===== src/rtl/fsup_pkg.sv =====
`timescale 1ns/1ps
package fsup_pkg;
  localparam int GF_TW    = 0;
  localparam int GF_TSD   = 1;
  localparam int GF_VSUV  = 2;
  localparam int GF_VSOV  = 3;
  localparam int GF_VSAUV = 4;
  localparam int GF_VSBUV = 5;
  localparam int GF_N     = 6;
endpackage


===== src/rtl/fsup_filter.sv =====
`timescale 1ns/1ps
module fsup_filter #(
  parameter int LIMIT = 1600
) (
  input  logic clk_i,
  input  logic rst_ni,
  input  logic raw_i,
  input  logic restart_i,
  output logic fire_o
);
  localparam int CW = $clog2(LIMIT + 1);
  localparam logic [CW-1:0] LIM_C  = CW'(LIMIT);
  localparam logic [CW-1:0] LIM_M1 = CW'(LIMIT - 1);

  logic [CW-1:0] cnt_q;

  always_ff @(posedge clk_i or negedge rst_ni) begin
    if (!rst_ni)                 cnt_q <= '0;
    else if (restart_i || !raw_i) cnt_q <= '0;
    else if (cnt_q != LIM_C)      cnt_q <= cnt_q + 1'b1;
  end

  // fires once per run; saturation at LIMIT blocks refire
  assign fire_o = raw_i & ~restart_i & (cnt_q == LIM_M1);

  assert_cnt_bound_R2: assert property (@(posedge clk_i) disable iff (!rst_ni)
    cnt_q <= LIM_C);
  assert_run_needed_R3: assert property (@(posedge clk_i) disable iff (!rst_ni)
    (LIMIT > 1 && fire_o) |-> $past(raw_i));
endmodule


===== src/rtl/fsup_chan.sv =====
`timescale 1ns/1ps
module fsup_chan #(
  parameter int LIMIT = 1600
) (
  input  logic clk_i,
  input  logic rst_ni,
  input  logic raw_i,
  input  logic clr_i,
  input  logic stby_i,
  output logic flag_o
);
  logic restart, fire;

  assign restart = clr_i | stby_i;

  fsup_filter #(.LIMIT(LIMIT)) filt_i (
    .clk_i    (clk_i),
    .rst_ni   (rst_ni),
    .raw_i    (raw_i),
    .restart_i(restart),
    .fire_o   (fire)
  );

  always_ff @(posedge clk_i or negedge rst_ni) begin
    if (!rst_ni)      flag_o <= 1'b0;
    else if (restart) flag_o <= 1'b0;
    else if (fire)    flag_o <= 1'b1;
  end

  assert_clr_drops_R10: assert property (@(posedge clk_i) disable iff (!rst_ni)
    clr_i |=> !flag_o);
  assert_flag_needs_raw_R2: assert property (@(posedge clk_i) disable iff (!rst_ni)
    $rose(flag_o) |-> $past(raw_i));
endmodule


===== src/rtl/fault_latch_supervisor.sv =====
`timescale 1ns/1ps
module fault_latch_supervisor #(
  parameter int N_OUT     = 6,
  parameter int SHORT_CYC = 1600,
  parameter int LONG_CYC  = 100000
) (
  input  logic             clk_i,
  input  logic             rst_ni,
  input  logic             standby_i,
  input  logic [N_OUT-1:0] oc_raw_i,
  input  logic [N_OUT-1:0] ol_raw_i,
  input  logic [N_OUT-1:0] out_on_i,
  input  logic             tw_raw_i,
  input  logic             tsd_raw_i,
  input  logic             vs_uv_raw_i,
  input  logic             vs_ov_raw_i,
  input  logic             vsa_uv_raw_i,
  input  logic             vsb_uv_raw_i,
  input  logic             ov_mask_i,
  input  logic [N_OUT-1:0] oc_clr_i,
  input  logic [N_OUT-1:0] ol_clr_i,
  input  logic [5:0]       glob_clr_i,
  output logic [N_OUT-1:0] oc_flag_o,
  output logic [N_OUT-1:0] ol_flag_o,
  output logic [5:0]       glob_flag_o,
  output logic [N_OUT-1:0] out_dis_o
);
  import fsup_pkg::*;

  logic [GF_N-1:0] glob_raw, glob_clr;
  logic            global_off;

  always_comb begin
    glob_raw           = '0;
    glob_raw[GF_TW]    = tw_raw_i;
    glob_raw[GF_TSD]   = tsd_raw_i;
    glob_raw[GF_VSUV]  = vs_uv_raw_i;
    glob_raw[GF_VSOV]  = vs_ov_raw_i;
    glob_raw[GF_VSAUV] = vsa_uv_raw_i;
    glob_raw[GF_VSBUV] = vsb_uv_raw_i;
    glob_clr           = glob_clr_i;
    // thermal bit cannot be cleared while still hot
    glob_clr[GF_TSD]   = glob_clr_i[GF_TSD] & ~tsd_raw_i;
  end

  for (genvar i = 0; i < N_OUT; i++) begin : g_out
    fsup_chan #(.LIMIT(SHORT_CYC)) oc_i (
      .clk_i(clk_i), .rst_ni(rst_ni), .raw_i(oc_raw_i[i]),
      .clr_i(oc_clr_i[i]), .stby_i(standby_i), .flag_o(oc_flag_o[i]));
    fsup_chan #(.LIMIT(LONG_CYC)) ol_i (
      .clk_i(clk_i), .rst_ni(rst_ni), .raw_i(ol_raw_i[i] & out_on_i[i]),
      .clr_i(ol_clr_i[i]), .stby_i(standby_i), .flag_o(ol_flag_o[i]));
  end

  for (genvar g = 0; g < GF_N; g++) begin : g_glob
    fsup_chan #(.LIMIT(SHORT_CYC)) gl_i (
      .clk_i(clk_i), .rst_ni(rst_ni), .raw_i(glob_raw[g]),
      .clr_i(glob_clr[g]), .stby_i(standby_i), .flag_o(glob_flag_o[g]));
  end

  assign global_off = glob_flag_o[GF_TSD] | glob_flag_o[GF_VSUV] |
                      glob_flag_o[GF_VSAUV] | glob_flag_o[GF_VSBUV] |
                      (glob_flag_o[GF_VSOV] & ~ov_mask_i);
  assign out_dis_o  = oc_flag_o | {N_OUT{global_off}};

  assert_oc_isolates_R4: assert property (@(posedge clk_i) disable iff (!rst_ni)
    (oc_flag_o & ~out_dis_o) == '0);
  assert_tsd_all_off_R7: assert property (@(posedge clk_i) disable iff (!rst_ni)
    glob_flag_o[GF_TSD] |-> (&out_dis_o));
  assert_tsd_hot_hold_R7: assert property (@(posedge clk_i) disable iff (!rst_ni)
    (glob_flag_o[GF_TSD] && tsd_raw_i && !standby_i) |=> glob_flag_o[GF_TSD]);
  assert_standby_wipe_R1: assert property (@(posedge clk_i) disable iff (!rst_ni)
    standby_i |=> (oc_flag_o == '0 && ol_flag_o == '0 && glob_flag_o == '0));
  assert_ol_needs_on_R5: assert property (@(posedge clk_i) disable iff (!rst_ni)
    (ol_flag_o & ~$past(ol_flag_o) & ~$past(out_on_i)) == '0);
endmodule


===== config.mk =====
export PLATFORM = sky130hd
export DESIGN_NAME = fault_latch_supervisor
export DESIGN_NICKNAME = d
export VERILOG_FILES = /design/src/rtl/fsup_pkg.sv /design/src/rtl/fsup_filter.sv /design/src/rtl/fsup_chan.sv /design/src/rtl/fault_latch_supervisor.sv
export SDC_FILE = /design/constraint.sdc
export NUM_CORES = 1
export LEC_CHECK = 0
export BUFFER_PORTS_ARGS = -buffer_cell sky130_fd_sc_hd__buf_2
export CELL_PAD_IN_SITES_DETAIL_PLACEMENT = 1
export CELL_PAD_IN_SITES_GLOBAL_PLACEMENT = 1
export CORE_MARGIN = 4
export CORE_UTILIZATION = 44
export DETAILED_ROUTE_END_ITERATION = 10
export HOLD_SLACK_MARGIN = 0.02
export PLACE_DENSITY_LB_ADDON = 0.1
export SKIP_CTS_REPAIR_TIMING = 1
export SLEW_MARGIN = 20
export SYNTH_ARGS = -nofsm -noshare
export SYNTH_HDL_FRONTEND = slang
export SYNTH_SLANG_ARGS = --single-unit

===== constraint.sdc =====
create_clock -name clk_i -period 1.8 [get_ports clk_i]
set_input_delay 0.54 -clock clk_i [delete_from_list [all_inputs] [get_ports clk_i]]
set_output_delay 0.54 -clock clk_i [all_outputs]
set_load 0.01 [all_outputs]

# Yosys cells after proc, flatten, opt, wreduce, memory -nomap -nowiden
# Index checks and enable logic that the tools add are counted.
[op_classes]
n_addsub = 18
div_mod_pow = 0
shifts = 0
n_reduce_logical = 72
mul = 0
order_cmp = 0
n_eq_ne = 36
bitwise_logic = 87
mux = 72
[ops]
columns = ["cell", "n"]
rows = [
  ["two-way mux 11 bit", 24],
  ["two-way mux 17 bit", 12],
  ["adder 11 x 1 -> 11 bit (second input constant)", 12],
  ["equality test 11 bit (second input constant)", 12],
  ["!= test 11 bit (second input constant)", 12],
  ["adder 17 x 1 -> 17 bit (second input constant)", 6],
  ["equality test 17 bit (second input constant)", 6],
  ["!= test 17 bit (second input constant)", 6],
  ["nonzero test 2 bit", 36],
  ["AND 1 bit", 44],
  ["two-way mux 1 bit", 36],
  ["OR 1 bit", 22],
  ["inverter 1 bit", 20],
  ["zero test 1 bit", 18],
  ["logical OR 1 bit", 18],
  ["OR 6 bit", 1],
]
[word_totals]
latch_bits = 0
rom_bits = 0
out_inout_bits = 24
ff_bits = 252
mem_count = 0
in_bits = 46
ram_bits = 0
word_cells = 321

# Longest topological paths before layout
# Gate-level depths: netlist of run 1.
[depth]
depth_word = 8
ltp_mapped = 6
ltp_nobuf = 6

# Hierarchy
# Synthesis of run 1 repeated with hierarchy kept, for this count alone.
[hier_totals]
hier_cells = 1479
hier_area_um2 = 14327.5
[by_module_without_submodules]
columns = ["mod", "n_inst", "seq_area_each_um2", "cells_each", "area_each_um2"]
rows = [
  ["fsup_filter (g_glob[0].gl_i.filt_i ...)", 12, 275.3, 67, 636.9],
  ["fsup_filter (g_out[0].ol_i.filt_i ...)", 6, 425.4, 98, 963.4],
  ["fsup_chan", 18, 25.0, 4, 43.8],
  ["fault_latch_supervisor", 1, 0.0, 15, 116.4],
]

# Worst setup path before layout of run 1
# Ideal clock, no wire load.
[synth_timing]
path_kind = "flip-flop to flip-flop"
startpoint = "register g_out[3].ol_i.filt_i.cnt_q[0]"
endpoint = "register g_out[3].ol_i.filt_i.cnt_q[1]"
setup_ps = 132
t_required_ps = 1668
arrival_ps = 1642
path_buffers = 0
setup_slack_ps = 26
synth_period_minus_slack_ps = 1774
path_stages_with_launch = 7
path_cell_list = "dfrtp_1 inv_1 ha_1 or4bb_1 nor4_4 mux2i_1 nor2_1"
[synth_via]
elab_chain_len = 3
word_cells_on_any_way = 5
classes_between = "1 x add/sub; 1 x eq/ne; 2 x mux; 1 x reduce/logical"
[synth_rtl]
columns = ["item", "line_no", "source"]
rows = [
  ["from (decl)", "fsup_filter.sv:15", "logic [CW-1:0] cnt_q;"],
  ["from (signal assigned)", "fsup_filter.sv:20", "else if (cnt_q != LIM_C) cnt_q <= cnt_q + 1'b1;"],
  ["adder 17 x 1 -> 17 bit", "fsup_filter.sv:20", ""],
  ["two-way mux 17 bit", "fsup_filter.sv:20", ""],
  ["two-way mux 17 bit", "fsup_filter.sv:19", "else if (restart_i || !raw_i) cnt_q <= '0;"],
]
# Several ways; a longest one is shown, not always the timed one. The select of a mux whose other input is x is not followed.
# A chain may end at the register's enable or synchronous reset.

# Worst setup path in the final report of run 1
[layout_timing]
startpoint = "register g_glob[5].gl_i.flag_o"
endpoint = "output out_dis_o[3]"
[layout_via]
elab_chain_len = 3
[layout_rtl]
columns = ["item", "line_no", "source"]
rows = [
  ["from (decl)", "fsup_chan.sv:10", "output logic flag_o"],
  ["from (signal assigned)", "fsup_chan.sv:25", "if (!rst_ni) flag_o <= 1'b0;"],
  ["from (signal assigned)", "fsup_chan.sv:26", "else if (restart) flag_o <= 1'b0;"],
  ["from (signal assigned)", "fsup_chan.sv:27", "else if (fire) flag_o <= 1'b1;"],
  ["OR 1 bit (2 in series)", "fault_latch_supervisor.sv:62", "glob_flag_o[GF_VSAUV] | glob_flag_o[GF_VSBUV] |"],
  ["OR 6 bit", "fault_latch_supervisor.sv:64", "assign out_dis_o = oc_flag_o | {N_OUT{global_off}};"],
  ["to (decl)", "fault_latch_supervisor.sv:26", "output logic [N_OUT-1:0] out_dis_o"],
]
# No other way between the ends.

==> results of run 1 <==
power by group:
group | internal (W) | switching, W | leakage, nW
combinational | 0.000139 | 0.000267 | 2.40
clock | 0.00389 | 0.00235 | 0.520
sequential | 0.00569 | 0.0000286 | 3.51
logic make-up after synthesis:
family | after synthesis | share of synthesized area (%)
fa+ha+maj | 36 | 3.43
flops | 252 | 48.0
xor+xnor | 161 | 10.7
simple gates | 686 | 27.7
compound gates | 100 | 4.46
buf+inv | 113 | 3.76
mux | 25 | 1.90
registers in the layout (all words and copies together) (netlist names):
register	flops
g_glob.gl_i.flag_o	6
g_out.ol_i.flag_o	6
g_out.oc_i.flag_o	6
g_out.oc_i.filt_i.cnt_q	66
g_glob.gl_i.filt_i.cnt_q	66
g_out.ol_i.filt_i.cnt_q	102
critical path, stage by stage, from the launching register on:
cell,delay [ns]
dfrtp_1,0.39
nor4_2,0.28
o21ai_1,0.13
buf_4,0.19
or2_4,0.23
buf_6,0.12
stage by stage:
stage          instances  total power [W]
2_1_floorplan       1373          0.00594
3_3_place_gp        1858          0.00622
3_5_place_dp        1858          0.00624
4_1_cts             1914           0.0126
5_1_grt             1918           0.0129
6_report            1918           0.0124
synthesized netlist by cell type, types with 2 or more instances:
library cell	count	area, um^2
dfrtp_1	252	6310
nor2_1	215	807
xor2_1	95	832
nand2_1	94	353
nand3_1	81	405
xnor2_1	66	578
inv_1	62	233
nand4_1	58	363
nor3_1	46	230
a21oi_1	41	205
ha_1	36	450
clkbuf_1	30	113
o21ai_0	30	150
or3_1	27	169
mux2i_1	25	250
nor4_1	22	138
nor4bb_1	22	220
and4_1	20	175
and3_1	19	119
buf_4	18	135
nand3b_1	17	128
nand2b_1	16	100
nor4b_1	10	87.6
nand4b_1	9	78.8
o21a_1	8	60.1
a41oi_1	6	52.6
or2_2	6	37.5
or4_1	6	45.0
a31o_2	4	35.0
and4b_1	4	40.0
nand4bb_1	3	33.8
a311oi_1	2	17.5
a31oi_1	2	12.5
buf_2	2	10.0
nor3b_1	2	15.0
o22ai_1	2	12.5
o31ai_1	2	15.0
o41ai_1	2	17.5
or4bb_1	2	22.5
final timing paths:
check                                               startpoint                        endpoint  cells past startpoint
worst min register to register            g_out[3].ol_i.flag_o            g_out[3].ol_i.flag_o                      2
min in group asynchronous                               rst_ni   g_out[4].oc_i.filt_i.cnt_q[4]                      2
worst min-delay path                               oc_clr_i[0]            g_out[0].oc_i.flag_o                      2
max in group asynchronous                               rst_ni   g_out[3].ol_i.filt_i.cnt_q[6]                      3
worst max-delay path                     g_glob[5].gl_i.flag_o                    out_dis_o[3]                      5
worst max register to register  g_out[3].ol_i.filt_i.cnt_q[14]  g_out[3].ol_i.filt_i.cnt_q[16]                      5
layout make-up:
cell class,count,share of cell area (%)
Tap cell,390,3.13
Timing Repair Buffer,150,7.16
Sequential cell,252,40.4
Inverter,62,1.49
Clock buffer,45,5.82
Clock inverter,11,0.833
Multi-Input combinational cell,1008,41.2
per-layer routing:
layer | up-vias | track usage [%]
met5 | - | 0
met4 | 0 | 4.20
met3 | 35 | 2.64
li1 | 5036 | -
met1 | 5149 | 25.7
met2 | 77 | 31.8
==> impl_metrics.ini, run 1 <==
[layout]
seqCellArea_mm2 = 0.00631
fillCellCount = 3342
final_util_pct = 52.8
drive_gt1_share_pct = 15.3
layout_common_cells = 249 x dfrtp_1, 215 x nor2_1, 95 x xor2_1
syn2layout_area_growth_pct = 18.8
antenna_cells = 0
multi_input_area_mm2 = 0.00643
fin_nets = 1586
final_common_cell = dfrtp_1
final_area_mm2 = 0.0156

[floorplanning]
rows = 63
die_x_um = 181
die-area_mm2 = 0.0327
core_mm2 = 0.0296
die_h_um = 181
initial_core_util_pct = 44.4
io_pins = 70

[routing]
wl_per_cell_um = 15.9
drt_first_pass_iters = 4
post_drt_via_cell_ratio = 5.37
topRoutingLayerUsed = met4
vias = 10300
routed_wl_um = 30500
wl_met2_um = 14700
m1WireLength_um = 14600
postRouteAntennaNets = 0
met3WireLength_um = 775
drtIter0Drc = 529
drc = 0

[setup_path]
rrSetupSlack_ns = 0.07
crit_path_end_kind = output port
path_max_fanout = 4
crit_required_ns = 1.26
arrival_ns = 1.88
criticalPathCategory = flop to output port
crit_path_start_kind = flop

[sta]
slew-limit-headroom_pct = 69.8
slew_violations = 0
finalSetupViolations = 7
tightest_slew_ns = 0.447
period_minus_slack_ns = 2.42
max_freq_mhz = 414
finalCritPeriodShare_pct = 134
worst_hold_slack_ns = 0.161
fin_ws_ns = -0.616
tns_ns = -3.69
rsz0062_at_grt = yes
finClkSkew_ns = 0.00918
hold_viol = 0

[global_routing]
grt_pass1_vias = 11000
grt_max_degree = 46
antenna_found_initial = 0
grt_pass1_wl_um = 53500
grt_use_total_pct = 18.7
grt-ovfl-total = 0

[yosys]
syn_inst = 1373
syn_nets = 1455
synth-edff-count = 0
yosysWarnings = 0
async_flop_share_pct = 100
yosysUniqueCellTypes = 48
yosysSeqAreaShare_pct = 48.0
synth_area_mm2 = 0.0131
ys_ff_latch = 252
synth_flop_cell = dfrtp_1
synth_area_per_cell_um2 = 9.57

[clock_tree]
clock_latency_ns = 0.54
cts_tree = built
cts.sinks = 252
path_clk_slew_ns = 0.06
htreeDepth = 1
numCtsBuffers = 30
cts_buffer_depth = 3
ctsRootBufferMaster = clkbuf_16

[placement]
portBuffers = 69
place_ws_ns = -0.166
dpl_cell_area_mm2 = 0.0144
dp_hpwl_um = 21800
gp_congestion = 0.783

[outcome]
violations = negative setup slack
outcome = finished with violations

[power_and_ir_drop]
peakVddDrop_mv = 0.758
power_density_mw_per_mm2 = 791
p_leak_nw = 6.43

[run]
cap_viol_max_count = 0

[worst_hold_path]
min_path_type = input pin to flop
(Power assumes the default switching activity.)
==> run 2: changes to the inputs <==
Settings changed: CORE_UTILIZATION 44 to 48, GPL_ROUTABILITY_DRIVEN set to 0.
Clock period 1.8 ns to 2.5 ns, I/O delays scaled along.
==> impl_metrics.ini, run 2 (same netlist as run 1, synthesis figures left out) <==
[outcome]
outcome = finished with violations
violations = negative setup slack

[setup_path]
rrSetupSlack_ns = 0.48
reg2reg_to = g_out[1].ol_i.filt_i.cnt_q[1]
cp_cell_sequence = nor4_2 -> o21ai_1 -> buf_4 -> or2_4 -> buf_6
cp_num_buf_inv = 2
crit_path_end_kind = output port
criticalPathCategory = flop to output port
cp.depth = 5
crit_path_start_kind = flop
critPathTopFamily = simple AND/OR/NAND/NOR gates
crit_required_ns = 1.75
arrival_ns = 1.89
critPathMaxStageDelay_ns = 0.41
worstRegToRegCells = 4
path_max_fanout = 4
critPathCapture = out_dis_o[0]
cp-startpoint = g_glob[5].gl_i.flag_o
crit_path_top_delay_cell = dfrtp_1
timing.rr.start = g_out[1].ol_i.filt_i.cnt_q[12]

[routing]
drtIter0Drc = 435
postRouteAntennaNets = 0
drt_first_pass_iters = 4
wl_per_cell_um = 16.8
vias = 10100
post_drt_via_cell_ratio = 5.60
routed_wl_um = 30400
drc = 0

[floorplanning]
io_pins = 70
die-area_mm2 = 0.0301
core_mm2 = 0.0270
die_h_um = 173
die_x_um = 173
initial_core_util_pct = 48.8
rows = 60

[layout]
drive_gt1_share_pct = 10.7
regMostFlops = g_out.ol_i.filt_i.cnt_q
fin_nets = 1528
syn2layout_area_growth_pct = 13.0
multi_input_area_mm2 = 0.00636
final_common_cell = dfrtp_1
largest_register_ffs = 102
largestRegisters = g_out.ol_i.filt_i.cnt_q: 102 flops, g_glob.gl_i.filt_i.cnt_q: 66 flops, g_out.oc_i.filt_i.cnt_q: 66 flops
stdcell_count = 1807
fillCellCount = 3071
antenna_cells = 0
seqCellArea_mm2 = 0.00631
final_area_mm2 = 0.0148
layout_common_cells = 250 x dfrtp_1, 215 x nor2_1, 95 x xor2_1

[clock_tree]
cts.sinks = 252
htreeDepth = 1
path_clk_slew_ns = 0.06
cts_tree = built
ctsRootBufferMaster = clkbuf_16
numCtsBuffers = 29
clock_latency_ns = 0.55
cts_buffer_depth = 3

[global_routing]
grt-ovfl-total = 0
grt_max_degree = 69
grt_pass1_vias = 10700
grt_pass1_wl_um = 52800
antenna_found_initial = 1
grt_use_total_pct = 20.2

[power_and_ir_drop]
peakVddDrop_mv = 0.435
power_density_mw_per_mm2 = 568
p_leak_nw = 6.04

[placement]
dpl_cell_area_mm2 = 0.0139
dp_hpwl_um = 21100
dp_cells = 1754
portBuffers = 69

[worst_hold_path]
min_path_type = input pin to async pin

[run]
cap_viol_max_count = 0

[sta]
finClkSkew_ns = 0.0195
slew_violations = 0
slew-limit-headroom_pct = 52.6
hold_viol = 0
period_minus_slack_ns = 2.64
finalSetupViolations = 6
tightest_slew_ns = 0.701
finalCritPeriodShare_pct = 106
max_freq_mhz = 378
rsz0062_at_grt = yes
fin_ws_ns = -0.143
==> run 2: cell types whose count changed in the layout (fill, tap and decap cells not counted), sizes merged <==
cell         before  now
buf             149   93
bufinv            3    0
clkinv            8    6
clkbuf           45   44
clkinvlp          0    1
dlygate4sd3       1    0
==> run 2: worst min-delay path by stage <==
stage / startpoint / to / slack (ns) / depth (start not counted)
finish: rst_ni / g_out[4].oc_i.filt_i.cnt_q[7] / 0.08 / 1
global route: rst_ni / g_out[4].oc_i.filt_i.cnt_q[7] / 0.08 / 1
CTS: rst_ni / g_glob[4].gl_i.filt_i.cnt_q[6] / 0.08 / 1
detailed placement: g_out[3].ol_i.flag_o / g_out[3].ol_i.flag_o / 0.45 / 2
global placement: g_out[3].ol_i.flag_o / g_out[3].ol_i.flag_o / 0.45 / 2
floorplan: g_out[3].ol_i.flag_o / g_out[3].ol_i.flag_o / 0.44 / 2
==> run 2: final cells by class <==
class / count / area share, %
multi-input combinational: 1008 / 42.8
sequential: 252 / 42.5
clock buffer: 44 / 5.87
timing repair buffer: 93 / 4.11
tap: 341 / 2.87
inverter: 62 / 1.57
clock inverter: 7 / 0.253
==> run 2: report_power, final <==
group | internal [W] | switching [W]
clock network | 0.00238 | 0.00168
registers | 0.00409 | 0.0000214
logic | 0.0000836 | 0.000187
total | 0.00655 | 0.00188
==> run 2: through the flow <==
stage	setup slack, ns	util (%)	total power, W	setup TNS [ns]	hold WS, ns
global route	-0.270	55.1	0.00879	-1.58	0.0808
floorplan	0.552	-	0.00428	0	0.440
finish	-0.143	55.1	0.00844	-0.833	0.0780
global placement	0.274	51.4	0.00446	0	0.452
CTS	-0.275	54.8	0.00857	-1.60	0.0813
detailed placement	0.257	51.4	0.00447	0	0.451
==> run 2: worst register-to-register path: stages (launching register included) <==
cell and delay [ns]:
dfrtp_1 0.43, or3_1 0.36, nor4_1 0.40, nor3b_1 0.51, mux2i_1 0.24
==> run 2: per-layer routing <==
metal  part of all wire, %  wire, um  global-route usage (%)
met1                    45     13800                    26.5
met2                    50     15100                    35.6
met3                   2.8       856                    3.03
met4                   2.1       633                    4.49
met5                 0.026         8                       0
